### config.mk
export PLATFORM = sky130hd
export DESIGN_NAME = dacbus_ctl
export DESIGN_NICKNAME = d
export VERILOG_FILES = /design/src/rtl/dacbus_pkg.sv /design/src/rtl/dacbus_sampler.sv /design/src/rtl/dacbus_inlatch.sv /design/src/rtl/dacbus_daclatch.sv /design/src/rtl/dacbus_holdtimer.sv /design/src/rtl/dacbus_ctl.sv
export SDC_FILE = /design/constraint.sdc
export NUM_CORES = 1
export LEC_CHECK = 0
export ABC_AREA = 1
export BUFFER_PORTS_ARGS = -buffer_cell sky130_fd_sc_hd__buf_4
export CAP_MARGIN = 15
export CELL_PAD_IN_SITES_DETAIL_PLACEMENT = 0
export CELL_PAD_IN_SITES_GLOBAL_PLACEMENT = 1
export CORE_MARGIN = 3
export CORE_UTILIZATION = 39
export DETAILED_ROUTE_END_ITERATION = 6
export MAX_ROUTING_LAYER = met4
export PLACE_DENSITY = 0.74
export RECOVER_POWER = 50
export SYNTH_ARGS = -nofsm -noshare
export SYNTH_HDL_FRONTEND = slang
export SYNTH_SLANG_ARGS = --single-unit
### constraint.sdc
create_clock -name clk -period 1.38 [get_ports clk]
set_clock_uncertainty 0.15 [all_clocks]
set_input_delay 0.276 -clock clk [delete_from_list [all_inputs] [get_ports clk]]
set_output_delay 0.276 -clock clk [all_outputs]
set_load 0.05 [all_outputs]
### src/rtl/dacbus_pkg.sv
`timescale 1ns/1ps
package dacbus_pkg;

   // Sampled control strobes, packed so they travel with the data word
   typedef struct packed {
      logic sel_n;
      logic rd_wrn;
      logic load_n;
      logic clear_n;
   } ctl_t;

   localparam int CTL_W = $bits(ctl_t);

   // Inactive value: nothing selected, read direction, no strobes
   localparam ctl_t CTL_IDLE = '{sel_n: 1'b1, rd_wrn: 1'b1, load_n: 1'b1, clear_n: 1'b1};

   function automatic logic [63:0] midscale(input int width);
      logic [63:0] v;
      v = '0;
      v[width-1] = 1'b1;
      return v;
   endfunction

endpackage

### src/rtl/dacbus_sampler.sv
`timescale 1ns/1ps
module dacbus_sampler #(
   parameter int           W      = 20,
   parameter int           STAGES = 2,
   parameter logic [W-1:0] RST    = '0
) (
   input  logic         clk,
   input  logic         rst_n,
   input  logic [W-1:0] din,
   output logic [W-1:0] dout
);

   initial assert (STAGES >= 0 && STAGES <= 8)
      else $error("dacbus_sampler: STAGES out of range");

   generate
      if (STAGES == 0) begin : g_pass
         assign dout = din;
      end else begin : g_chain
         logic [W-1:0] stg [STAGES];
         for (genvar g = 0; g < STAGES; g++) begin : g_stage
            always_ff @(posedge clk or negedge rst_n) begin
               if (!rst_n) begin
                  stg[g] <= RST;
               end else if (g == 0) begin
                  stg[g] <= din;
               end else begin
                  stg[g] <= stg[(g == 0) ? 0 : g-1];
               end
            end
         end
         assign dout = stg[STAGES-1];
      end
   endgenerate

endmodule

### src/rtl/dacbus_inlatch.sv
`timescale 1ns/1ps
module dacbus_inlatch #(
   parameter int DW = 16
) (
   input  logic          clk,
   input  logic          rst_n,
   input  logic          sel_n,
   input  logic          rd_wrn,
   input  logic [DW-1:0] din,
   output logic [DW-1:0] latch_q,
   output logic [DW-1:0] bus_out,
   output logic          bus_oe
);

   initial assert (DW >= 2) else $error("dacbus_inlatch: DW too small");

   logic wr_en;
   logic rd_en;

   assign wr_en = !sel_n && !rd_wrn;
   assign rd_en = !sel_n &&  rd_wrn;

   always_ff @(posedge clk or negedge rst_n) begin
      if (!rst_n) begin
         latch_q <= '0;
      end else if (wr_en) begin
         latch_q <= din;
      end
   end

   always_ff @(posedge clk or negedge rst_n) begin
      if (!rst_n) begin
         bus_out <= '0;
         bus_oe  <= 1'b0;
      end else begin
         bus_out <= latch_q;
         bus_oe  <= rd_en;
      end
   end

   AST_RELEASE_BUS: assert property (@(posedge clk) disable iff (!rst_n)
      sel_n |=> !bus_oe);
   AST_KEEP_LATCH: assert property (@(posedge clk) disable iff (!rst_n)
      sel_n |=> $stable(latch_q));
   AST_STORE_WORD: assert property (@(posedge clk) disable iff (!rst_n)
      (!sel_n && !rd_wrn) |=> (latch_q == $past(din)) && !bus_oe);
   AST_READBACK: assert property (@(posedge clk) disable iff (!rst_n)
      (!sel_n && rd_wrn) |=> bus_oe && (bus_out == $past(latch_q)));

endmodule

### src/rtl/dacbus_daclatch.sv
`timescale 1ns/1ps
module dacbus_daclatch
   import dacbus_pkg::*;
#(
   parameter int DW = 16
) (
   input  logic          clk,
   input  logic          rst_n,
   input  logic          rd_wrn,
   input  logic          load_n,
   input  logic          clear_n,
   input  logic [DW-1:0] src,
   output logic [DW-1:0] dac_q
);

   localparam logic [63:0]   MID64 = midscale(DW);
   localparam logic [DW-1:0] MID   = MID64[DW-1:0];

   initial assert (DW >= 2 && DW <= 64) else $error("dacbus_daclatch: DW out of range");

   logic [DW-1:0] clr_val;
   assign clr_val = rd_wrn ? MID : '0;

   // clear outranks load
   always_ff @(posedge clk or negedge rst_n) begin
      if (!rst_n) begin
         dac_q <= '0;
      end else if (!clear_n) begin
         dac_q <= clr_val;
      end else if (!load_n) begin
         dac_q <= src;
      end
   end

   AST_CLEAR_ZERO: assert property (@(posedge clk) disable iff (!rst_n)
      (!clear_n && !rd_wrn) |=> (dac_q == '0));
   AST_CLEAR_MID: assert property (@(posedge clk) disable iff (!rst_n)
      (!clear_n && rd_wrn) |=> (dac_q == MID));
   AST_CLEAR_WINS: assert property (@(posedge clk) disable iff (!rst_n)
      (!clear_n && !load_n) |=> ($countones(dac_q) <= 1));
   AST_LOAD_COPY: assert property (@(posedge clk) disable iff (!rst_n)
      (clear_n && !load_n) |=> (dac_q == $past(src)));
   AST_LATCH_STILL: assert property (@(posedge clk) disable iff (!rst_n)
      (clear_n && load_n) |=> $stable(dac_q));

endmodule

### src/rtl/dacbus_holdtimer.sv
`timescale 1ns/1ps
module dacbus_holdtimer #(
   parameter int HOLD_CYCLES = 500
) (
   input  logic clk,
   input  logic rst_n,
   input  logic load_n,
   output logic hold
);

   localparam int CW = $clog2(HOLD_CYCLES + 1);
   localparam logic [CW-1:0] START = CW'(HOLD_CYCLES);

   initial assert (HOLD_CYCLES >= 1) else $error("dacbus_holdtimer: HOLD_CYCLES must be positive");

   logic          load_prev;
   logic          fall;
   logic [CW-1:0] cnt;

   assign fall = load_prev && !load_n;
   assign hold = (cnt != '0);

   always_ff @(posedge clk or negedge rst_n) begin
      if (!rst_n) begin
         load_prev <= 1'b1;
         cnt       <= '0;
      end else begin
         load_prev <= load_n;
         if (fall) begin
            cnt <= START;
         end else if (cnt != '0) begin
            cnt <= cnt - 1'b1;
         end
      end
   end

   // length of the current hold run, counted independently of cnt
   logic [CW:0] run_len;
   always_ff @(posedge clk or negedge rst_n) begin
      if (!rst_n) begin
         run_len <= '0;
      end else if (fall) begin
         run_len <= (CW+1)'(1);
      end else if (hold) begin
         run_len <= run_len + 1'b1;
      end else begin
         run_len <= '0;
      end
   end

   AST_HOLD_START: assert property (@(posedge clk) disable iff (!rst_n)
      fall |=> hold);
   AST_HOLD_NO_SPURIOUS: assert property (@(posedge clk) disable iff (!rst_n)
      (!fall && !hold) |=> !hold);
   AST_HOLD_MAX_LEN: assert property (@(posedge clk) disable iff (!rst_n)
      hold |-> (run_len <= (CW+1)'(HOLD_CYCLES)));
   AST_HOLD_RESTART: assert property (@(posedge clk) disable iff (!rst_n)
      (fall && hold) |=> hold);

endmodule

### src/rtl/dacbus_ctl.sv
`timescale 1ns/1ps
module dacbus_ctl
   import dacbus_pkg::*;
#(
   parameter int DW          = 16,
   parameter int SYNC_STAGES = 2,
   parameter int HOLD_CYCLES = 500
) (
   input  logic          clk,
   input  logic          rst_n,
   input  logic          sel_n,
   input  logic          rd_wrn,
   input  logic          load_n,
   input  logic          clear_n,
   input  logic [DW-1:0] bus_in,
   output logic [DW-1:0] bus_out,
   output logic          bus_oe,
   output logic [DW-1:0] dac_code,
   output logic          hold
);

   localparam int SW = CTL_W + DW;
   localparam logic [SW-1:0] SAMP_RST = {CTL_IDLE, {DW{1'b0}}};

   initial assert (DW >= 2 && DW <= 64) else $error("dacbus_ctl: DW out of range");

   ctl_t          ctl_raw;
   ctl_t          ctl_s;
   logic [DW-1:0] data_s;
   logic [SW-1:0] samp_out;
   logic [DW-1:0] in_word;

   assign ctl_raw = '{sel_n: sel_n, rd_wrn: rd_wrn, load_n: load_n, clear_n: clear_n};

   // control and data share one chain so they stay aligned
   dacbus_sampler #(
      .W      (SW),
      .STAGES (SYNC_STAGES),
      .RST    (SAMP_RST)
   ) u_sampler (
      .clk   (clk),
      .rst_n (rst_n),
      .din   ({ctl_raw, bus_in}),
      .dout  (samp_out)
   );

   assign {ctl_s, data_s} = samp_out;

   dacbus_inlatch #(
      .DW (DW)
   ) u_inlatch (
      .clk     (clk),
      .rst_n   (rst_n),
      .sel_n   (ctl_s.sel_n),
      .rd_wrn  (ctl_s.rd_wrn),
      .din     (data_s),
      .latch_q (in_word),
      .bus_out (bus_out),
      .bus_oe  (bus_oe)
   );

   dacbus_daclatch #(
      .DW (DW)
   ) u_daclatch (
      .clk     (clk),
      .rst_n   (rst_n),
      .rd_wrn  (ctl_s.rd_wrn),
      .load_n  (ctl_s.load_n),
      .clear_n (ctl_s.clear_n),
      .src     (in_word),
      .dac_q   (dac_code)
   );

   dacbus_holdtimer #(
      .HOLD_CYCLES (HOLD_CYCLES)
   ) u_hold (
      .clk    (clk),
      .rst_n  (rst_n),
      .load_n (ctl_s.load_n),
      .hold   (hold)
   );

   AST_CLEAR_KEEPS_INPUT: assert property (@(posedge clk) disable iff (!rst_n)
      (!ctl_s.clear_n && ctl_s.sel_n) |=> $stable(in_word));
   AST_OE_ONLY_ON_READ: assert property (@(posedge clk) disable iff (!rst_n)
      bus_oe |-> $past(!ctl_s.sel_n && ctl_s.rd_wrn));

endmodule

==> results.cfg <==
[grt]
grt_pass1_vias = 2145
grt_start_max_net_pins = 24
grt_first_pass_wirelength_um = 10720
antenna_found_initial = 0
grt-ovfl-total = 0
grtUsageTotal_pct = 14.86

[routing]
drt_first_iter_violations = 76
num_vias = 2154
firstDrtPassIters = 4
viasPerCell = 4.544
drc_errors = 0
wl_um = 6490
avgRoutedWirePerCell_um = 13.69
drtAntennaViolNets = 0

[clock_network]
cts.sinks = 99
clockBufferDepth = 2
cts_tree = yes
htreeDepth = 3
cts-root-buf = clkbuf_8
path_clk_slew_ns = 0.09
numCtsBuffers = 9
clock_latency_ns = 0.35

[worst_hold_path]
hp-start = u_sampler.g_chain.stg[20]
hold_depth = 0
hp-class = flop to flop
hold_end = u_sampler.dout[0]

[synthesis]
yosysUniqueCellTypes = 25
mappedNetlistNets = 278
syn_inst = 255
ys_seq_area_share_pct = 76.12
yosys_register_bits = 99
syn_area_mm2 = 0.003269
syn_avg_cell_area_um2 = 12.82
ys_warn_count = 0

[floorplanning]
die_area_mm2 = 0.009518
start_util_pct = 41.24
fp.dieH_um = 97.56
core_area_mm2 = 0.007928
fp.dieW_um = 97.56
io_pins = 56
num_rows = 32

[setup_path]
critPathMaxFanout = 2
r2r_slack_ns = -0.14
arrival_ns = 1.35
timing.rr.start = u_hold.cnt[0]
timing.rr.end = u_hold.cnt[1]
cp.required_ns = 0.95
cp-start-kind = flop
worstSetupPathType = flop to output port
r2r_cells = 9
cp-end-kind = output port

[place]
gp_congestion = 0.8267
post-dp-hpwl_um = 4031
port_buffers = 55

[pwr]
clockPowerShare_pct = 26.7
seq_power_share_pct = 50.4
p_leak_uw = 0.002222
netSwitchingPower_uw = 2004
power.internal_uw = 4673
ir_worst_vdd_mv = 0.8969
power_frac_comb_pct = 23.0
p_sw_share_pct = 30.01
power_density_mw_per_mm2 = 1448

[finish]
final_common_cell = dfrtp_1
diodes = 0
final_net_count = 390
syn_to_final_growth_pct = 41.03
n_fill_cell = 657
final_cell_mix = 90 x dfrtp_1, 37 x buf_4, 31 x inv_1, 31 x o21ai_0, 28 x nand2_1
drive_gt1_share_pct = 37.37

[timing]
relSlewSlack_pct = 61.61
final_period_minus_worst_setup_slack_ns = 1.781
whs_ns = 0.2036
max_freq_mhz = 561.6
finalHoldViolCount = 0
setup_ws_ns = -0.4006
finalCritPeriodShare_pct = 129.0
tns_ns = -1.168
setup_violations = 9
slew_violations = 0
worstMarginPinSlew_ns = 0.5759
rsz0062_at_grt = yes

[run_status]
violations = negative setup slack
status = finished, violations left

[flow_run]
drv_cap = 0
per-stage QoR:
step	instances	util [%]	cell area, µm²	setup WS, ns	total power, µW
floorplan	255	-	3292	-0.1255	4134
global placement	423	49.65	3936	-0.2766	4605
detailed placement	423	49.65	3936	-0.3629	4631
CTS	462	55.87	4429	-0.4140	6555
global route	474	58.16	4611	-0.4683	7054
finish	474	58.16	4611	-0.4006	6678
metal layers:
metal / vias up / track usage [%] / wire (µm) / share of wire (%)
met5: - / - / 0 / 0
met4: 0 / 4.473 / 41 / 0.63
met3: 9 / 4.020 / 224 / 3.5
met2: 34 / 24.57 / 3438 / 53
met1: 1077 / 17.92 / 2786 / 43
li1: 1034 / - / - / -
sequential cells by signal (all words and copies together), names as in the netlist:
| name | count |
|---|---|
| u_hold.cnt | 9 |
| u_hold.load_prev | 1 |
| u_sampler.g_chain.stg | 20 |
| u_daclatch.dac_q | 16 |
| u_inlatch.bus_oe | 1 |
| u_sampler.dout | 20 |
| u_inlatch.bus_out | 16 |
| u_inlatch.latch_q | 16 |
worst max-delay path by stage:
stage	to	slack, ns	from	depth (start not counted)
2_1_floorplan	u_hold.cnt[7]	-0.13	u_hold.cnt[0]	7
3_3_place_gp	u_inlatch.latch_q[11]	-0.28	u_sampler.dout[18]	2
3_5_place_dp	u_inlatch.latch_q[4]	-0.36	u_sampler.dout[18]	2
4_1_cts	hold	-0.41	u_hold.cnt[0]	6
5_1_grt	hold	-0.47	u_hold.cnt[0]	6
6_report	hold	-0.40	u_hold.cnt[0]	6
power by group through the flow:
stage               clock [µW]  combinational [µW]  sequential [µW]
finish                    1780                1530             3360
floorplan                    0                 432             3700
global route              1990                1660             3400
detailed placement           0                1230             3400
CTS                       1850                1350             3350
global placement             0                1210             3390
cell families (layout without fill, tap and decap cells):
group           after synthesis  count (layout)  synth area share (%)
compound gates               37              37                 5.779
buf+inv                      43             159                 5.587
fa+ha+maj                     1               1                0.3826
flops                        99              99                 76.12
xor+xnor                      1               1                0.2679
simple gates                 74              75                 11.86
Yosys cell counts, drive strengths merged:
library cell | n | area (µm²)
dfrtp | 90 | 2252
inv | 35 | 131.4
o21ai | 35 | 175.2
nand2 | 34 | 145.1
nand3 | 25 | 137.6
nor2 | 10 | 60.06
dfstp | 9 | 236.5
buf | 7 | 47.54
nand4 | 3 | 33.78
a21oi | 1 | 5.000
clkbuf | 1 | 3.750
ha | 1 | 12.51
nor3 | 1 | 5.000
o221ai | 1 | 8.760
or2 | 1 | 6.260
xor2 | 1 | 8.760
area by class of cell:
type	count	area [µm²]	area share (%)
sequential	99	2489	53.98
timing repair buffer	108	963.4	20.90
multi-input combinational	114	706.9	15.33
clock buffer	11	131.4	2.849
inverter	35	131.4	2.849
tap	102	127.6	2.768
clock inverter	5	61.31	1.330
worst max-delay path, stage by stage (launching register included):
cell     delay (ns)
dfrtp_1        0.39
inv_2          0.08
ha_4           0.15
nand2_4        0.05
nor2_4         0.11
nand3_4        0.08
buf_8          0.16
what timing repair did:
item | in CTS | in global routing
endpoints found under the setup margin | 34 | 47
gates cloned | 1 | 0
gates resized for setup | 19 | 27
endpoints found under the hold margin | 110 | 0
buffers inserted | 3 | 12
hold buffers | 21 | 0
pin swaps | 7 | 5
No activity file was read; power rests on OpenSTA's default activity.
